**config.mk**
```make
export PLATFORM = sky130hd
export DESIGN_NAME = bit_quanta_gen
export DESIGN_NICKNAME = d
export VERILOG_FILES = /design/src/rtl/bqg_pkg.sv /design/src/rtl/bqg_datapath.sv /design/src/rtl/bqg_control.sv /design/src/rtl/bit_quanta_gen.sv
export SDC_FILE = /design/constraint.sdc
export NUM_CORES = 1
export LEC_CHECK = 0
export ABC_AREA = 1
export BUFFER_PORTS_ARGS = -buffer_cell sky130_fd_sc_hd__clkbuf_2
export CORE_MARGIN = 5
export CORE_UTILIZATION = 25
export DETAILED_ROUTE_END_ITERATION = 8
export GPL_TIMING_DRIVEN = 0
export HOLD_SLACK_MARGIN = 0.1
export PLACE_DENSITY = 0.43
export SLEW_MARGIN = 20
export SYNTH_ARGS = -nofsm -noshare
export SYNTH_HDL_FRONTEND = slang
export SYNTH_SLANG_ARGS = --single-unit
```
**constraint.sdc**
```tcl
create_clock -name clk -period 3.2 [get_ports clk]
set_input_delay 0.8 -clock clk [delete_from_list [all_inputs] [get_ports clk]]
set_output_delay 0.8 -clock clk [all_outputs]
set_load 0.1 [all_outputs]
```
**src/rtl/bqg_pkg.sv**
```systemverilog
package bqg_pkg;
  typedef enum logic [1:0] {
    SEG_SYNC = 2'd0,
    SEG_PROP = 2'd1,
    SEG_PH1  = 2'd2,
    SEG_PH2  = 2'd3
  } seg_e;

  typedef struct packed {
    logic loadCfg;   // bit ends this cycle: capture new settings
    logic samplePt;  // sample point this cycle
  } ctrl_strobe_t;
endpackage

```
**src/rtl/bqg_datapath.sv**
```systemverilog
module bqg_datapath #(
  parameter int PRESC_W = 10,
  parameter int SEG_W   = 4
) (
  input  logic               clk,
  input  logic               rst_n,
  input  logic [PRESC_W-1:0] prescExt,
  input  logic [SEG_W-1:0]   propLen,
  input  logic [SEG_W-1:0]   ph1Len,
  input  logic [SEG_W-1:0]   ph2Len,
  input  logic               loadCfg,
  output logic               quantumTick,
  output logic [SEG_W-1:0]   actProp,
  output logic [SEG_W-1:0]   actPh1,
  output logic [SEG_W-1:0]   actPh2
);
  localparam logic [SEG_W-1:0]   LEN_ONE  = SEG_W'(1);
  localparam logic [PRESC_W-1:0] PRE_ZERO = '0;

  logic [PRESC_W-1:0] actPresc;
  logic [PRESC_W-1:0] preCnt;

  function automatic logic [SEG_W-1:0] atLeastOne(input logic [SEG_W-1:0] v);
    return (v == '0) ? LEN_ONE : v;
  endfunction

  assign quantumTick = (preCnt == actPresc);

  // Working configuration, replaced only at a bit boundary
  always_ff @(posedge clk or negedge rst_n) begin
    if (!rst_n) begin
      actPresc <= PRE_ZERO;
      actProp  <= LEN_ONE;
      actPh1   <= LEN_ONE;
      actPh2   <= LEN_ONE;
    end else if (loadCfg) begin
      actPresc <= prescExt;
      actProp  <= atLeastOne(propLen);
      actPh1   <= atLeastOne(ph1Len);
      actPh2   <= atLeastOne(ph2Len);
    end
  end

  // Clock-cycle counter inside one quantum
  always_ff @(posedge clk or negedge rst_n) begin
    if (!rst_n)           preCnt <= PRE_ZERO;
    else if (quantumTick) preCnt <= PRE_ZERO;
    else                  preCnt <= preCnt + 1'b1;
  end
endmodule

```
**src/rtl/bqg_control.sv**
```systemverilog
module bqg_control
  import bqg_pkg::*;
#(
  parameter int SEG_W = 4
) (
  input  logic             clk,
  input  logic             rst_n,
  input  logic             quantumTick,
  input  logic [SEG_W-1:0] actProp,
  input  logic [SEG_W-1:0] actPh1,
  input  logic [SEG_W-1:0] actPh2,
  output seg_e             seg,
  output ctrl_strobe_t     strobes
);
  localparam logic [SEG_W-1:0] Q_ZERO = '0;

  logic [SEG_W-1:0] qCnt;
  logic [SEG_W-1:0] curLen;
  logic             lastQ;

  always_comb begin
    case (seg)
      SEG_PROP: curLen = actProp;
      SEG_PH1:  curLen = actPh1;
      SEG_PH2:  curLen = actPh2;
      default:  curLen = SEG_W'(1);
    endcase
  end

  assign lastQ            = (qCnt == curLen - 1'b1);
  assign strobes.samplePt = quantumTick && lastQ && (seg == SEG_PH1);
  assign strobes.loadCfg  = quantumTick && lastQ && (seg == SEG_PH2);

  always_ff @(posedge clk or negedge rst_n) begin
    if (!rst_n) begin
      seg  <= SEG_SYNC;
      qCnt <= Q_ZERO;
    end else if (quantumTick) begin
      if (lastQ) begin
        seg  <= seg_e'(seg + 2'd1);
        qCnt <= Q_ZERO;
      end else begin
        qCnt <= qCnt + 1'b1;
      end
    end
  end
endmodule

```
**src/rtl/bit_quanta_gen.sv**
```systemverilog
module bit_quanta_gen
  import bqg_pkg::*;
#(
  parameter int PRESC_W = 10,
  parameter int SEG_W   = 4
) (
  input  logic               clk,
  input  logic               rst_n,
  input  logic [PRESC_W-1:0] prescExt,
  input  logic [SEG_W-1:0]   propLen,
  input  logic [SEG_W-1:0]   ph1Len,
  input  logic [SEG_W-1:0]   ph2Len,
  output logic               quantumTick,
  output logic [1:0]         segCode,
  output logic               samplePulse,
  output logic               bitEndPulse
);
  logic [SEG_W-1:0] actProp, actPh1, actPh2;
  seg_e             seg;
  ctrl_strobe_t     strobes;

  bqg_datapath #(.PRESC_W(PRESC_W), .SEG_W(SEG_W)) u_dp (
    .clk         (clk),
    .rst_n       (rst_n),
    .prescExt    (prescExt),
    .propLen     (propLen),
    .ph1Len      (ph1Len),
    .ph2Len      (ph2Len),
    .loadCfg     (strobes.loadCfg),
    .quantumTick (quantumTick),
    .actProp     (actProp),
    .actPh1      (actPh1),
    .actPh2      (actPh2)
  );

  bqg_control #(.SEG_W(SEG_W)) u_ctl (
    .clk         (clk),
    .rst_n       (rst_n),
    .quantumTick (quantumTick),
    .actProp     (actProp),
    .actPh1      (actPh1),
    .actPh2      (actPh2),
    .seg         (seg),
    .strobes     (strobes)
  );

  assign segCode     = seg;
  assign samplePulse = strobes.samplePt;
  assign bitEndPulse = strobes.loadCfg;
endmodule

```
==> impl_metrics.tcl <==
set metrics [dict create \
    status "finished with violations" \
    violations "setup timing" \
    drive_gt1_frac 0.383 \
    netlist_area_sq_mm 0.00221 \
    clock_skew_ps 7.48 \
    crit_chain "inv_4 -> ha_4 -> nand2_2 -> nand2_2 -> o21ai_4 -> ha_4 -> inv_2 -> nand2_2 -> nand2_2 -> nand3_2 -> nand2_2 -> nand3_2 -> nor2_4 -> nand4_4 -> clkinvlp_4 -> clkbuf_16" \
    dpl.hpwl_mm 3.93 \
    grt_max_degree 39 \
    clock_path_buffers 2 \
    async_flop_share 1.00 \
    whs_ps 469 \
    area_delta_synth_final_pct 35.6 \
    wirelength_mm 5.70 \
    path_class "reg -> out" \
    relSlewSlack 0.392 \
    drt_iter0_markers 53 \
    leakage_nw 1.37 \
    numCtsBuffers 5 \
    die_w_um 104 \
    grt_pass1_wl_mm 9.56 \
    synth_top_cell_by_area "dfrtp_1" \
    timing.max_cap.violations 0 \
    synth_ff_type "dfrtp_1" \
    first_pass_iters 4 \
    critPathMaxStageDelay_ps 530 \
    crit_required_ps 2400 \
    vias 1920 \
    ys_ff_latch 38 \
    h-tree-depth 2 \
    cts-root-buf "clkbuf_8" \
    synth_cells 282 \
    wl_per_cell_um 12.7 \
    yosysTopAreaCellShare 0.396 \
    cts_sinks 38 \
    post-route-util 0.345 \
    cp_max_fo 4 \
    syn_nets 313 \
    vias_per_cell 4.30 \
    port_buffers 28 \
    antenna_found_initial 0 \
    cts_tree "yes" \
    ys_types 26 \
    synth_common_cells "89 x nand2_1, 35 x dfrtp_1, 33 x nand3_1, 29 x inv_1, 16 x nor2_1" \
    ir_drop_mv 0.119 \
    grt_pass1_vias 1919 \
    nNetsFinal 369 \
    cp_top_family "simple AND/OR/NAND/NOR gates" \
    rsz0062_at_grt "true" \
    insertion_delay_ps 290 \
    grtUsageTotal 0.109 \
    tns_ps -107 \
    finalPower_w 0.000906 \
    dieArea_sq_mm 0.0108 \
    layout_min_cycle_time_ps 3260 \
    hp-class "reg -> reg" \
    setup_ws_ps -59.8 \
    arrival_ps 2460 \
    clk_pin_slew_ps 80 \
    crit_slowest_cell "dfrtp_4" \
    power_density_mw_per_mm2 302 \
    core_sq_mm 0.00868 \
    tightest_slew_ps 913 \
    pin_count 29 \
    yosysWarnings 0 \
    initial_core_util 0.255 \
    synth_top_cells_by_area "dfrtp_1 40%, nand2_1 15%, nand3_1 7.5%" \
    drc 0 \
    cpMostUsedCell "nand2_2" \
    rows 34 \
    fmax_ghz 0.307 \
    antenna_cells 0 \
    cp-start-kind "flip-flop" \
    yosysMostFrequentCell "nand2_1" \
    worst_setup_path_end_kind "output port" \
    die_y_um 104 \
    maxSlewViolCount 0 \
    synth-edff-count 0 \
    syn_avg_cell_area_sq_um 7.84 \
    seq_area_frac_synth 0.432 \
    ant_nets 0 \
    min_period_over_period 1.02 \
    overflow 0 \
    gp_congestion 0.743 \
    hold_viol 0 \
    setup-violations-final 2 \
    cp_num_buf_inv 4 \
    n_fill_cell 940 \
]
-- area by class of cell --
cell class	instances	area, sq um	share of cell area
clock buffers	8	110	0.0367
multi-input cells	203	1220	0.409
well taps	108	135	0.0451
flip-flops and latches	38	962	0.321
plain buffers	7	57.6	0.0192
repair buffers	51	370	0.124
inverters	32	136	0.0455
-- logic make-up (layout without fill, tap and decap cells) --
family                   Yosys count  after routing  synth area share
adder cells (fa/ha/maj)            7              7            0.0396
buffers and inverters             41             98            0.0889
AND/OR/NAND/NOR                  174            174             0.375
AO/OA/AOI/OAI                     14             14            0.0323
XOR/XNOR                           8              8            0.0317
flip-flops                        38             38             0.432
-- flip-flops by register name, indices dropped and copies added, names as in the netlist --
register / cells
u_ctl.qCnt: 4
u_ctl.seg: 2
u_dp.actPh1: 4
u_dp.actPh2: 4
u_dp.actPresc: 10
u_dp.actProp: 4
u_dp.preCnt: 10
-- stage by stage --
step	setup WS (ps)	std cells	area, sq um
floorplan	-125	282	2290
global placement	-315	418	2570
detailed placement	-293	418	2570
CTS	-110	445	2900
global route	-194	447	3000
finish	-59.8	447	3000
-- metal layers --
metal / track usage / share of wire / vias up / routed length, um
met5: 0 / 0 / - / 0
met4: 0.0250 / 0.0051 / 0 / 29
met3: 0.0217 / 0.028 / 5 / 160
met2: 0.179 / 0.50 / 19 / 2830
met1: 0.147 / 0.47 / 902 / 2680
li1: - / - / 994 / -
-- worst paths after layout --
| check | from | slack (ps) | end | cells past startpoint |
|---|---|---|---|---|
| hold / removal | u_dp.actPh1[0]$_DFFE_PN1P_ | 470 | u_dp.actPh1[0]$_DFFE_PN1P_ | 2 |
| setup / recovery | u_ctl.seg[1]$_DFFE_PN0P_ | -60 | bitEndPulse | 16 |
| max in group asynchronous | rst_n | 1910 | u_ctl.seg[1]$_DFFE_PN0P_ | 1 |
| setup reg to reg | u_ctl.seg[1]$_DFFE_PN0P_ | 240 | u_dp.actPresc[0]$_DFFE_PN0P_ | 25 |
| hold reg to reg | u_dp.actPh1[0]$_DFFE_PN1P_ | 470 | u_dp.actPh1[0]$_DFFE_PN1P_ | 2 |
| min in group asynchronous | rst_n | 630 | u_ctl.seg[0]$_DFFE_PN0P_ | 1 |
-- worst reg2reg max path: stages, from the launching register on --
cell and delay, ps:
dfrtp_4 530, inv_4 100, ha_4 170, nand2_2 60, nand2_2 90, o21ai_4 70
ha_4 160, inv_2 40, nand2_2 40, nand2_2 70, nand3_2 80, nand2_2 90
buf_4 110, buf_6 80, buf_6 80, buf_6 70, buf_4 90, buf_4 90
buf_4 90, inv_2 30, nor2_2 80, nand3_2 120, nor2_4 240, buf_8 180
nand3_1 80, nand2_1 70
-- cells in the final DEF, fill, tap and decap left out, types with 2 or more instances in the layout --
cell       synthesis  layout
clkbuf_2           0      24
inv_1             29      23
nor4_1             2       2
dfrtp_1           35      33
clkbuf_8           0       8
or2_2              4       4
xor2_1             8       7
nand2_1           89      77
buf_6              5       6
nand3_1           33      25
a21oi_1            7       7
ha_4               0       5
o21ai_0            5       4
dfstp_2            3       3
nor2_2             1       2
inv_4              0       3
nand3_2            3      11
nand2_2            6      17
buf_4              0      19
nor2_4             4       5
clkbuf_16          0       2
nand2_4            2       3
nor3b_1            2       2
dfrtp_4            0       2
inv_2              2       4
ha_1               7       2
nor3_1            11      11
nor2_1            16      14
buf_2              4       5
-- report_power, final --
part | switching, W | total (W) | internal, W | leakage [nW]
combinational | 0.0000174 | 0.0000294 | 0.0000119 | 0.915
sequential | 0 | 0.000480 | 0.000480 | 0.403
clock | 0.000179 | 0.000397 | 0.000218 | 0.0575
total | 0.000197 | 0.000906 | 0.000710 | 1.37
-- what timing repair did --
item	CTS	global route
setup endpoints to repair	2	30
setup buffers	20	7
resized for setup	16	27
hold buffers	0	0
pin swaps	13	7
cloned	0	1
No activity file was read; power rests on OpenSTA's default activity.
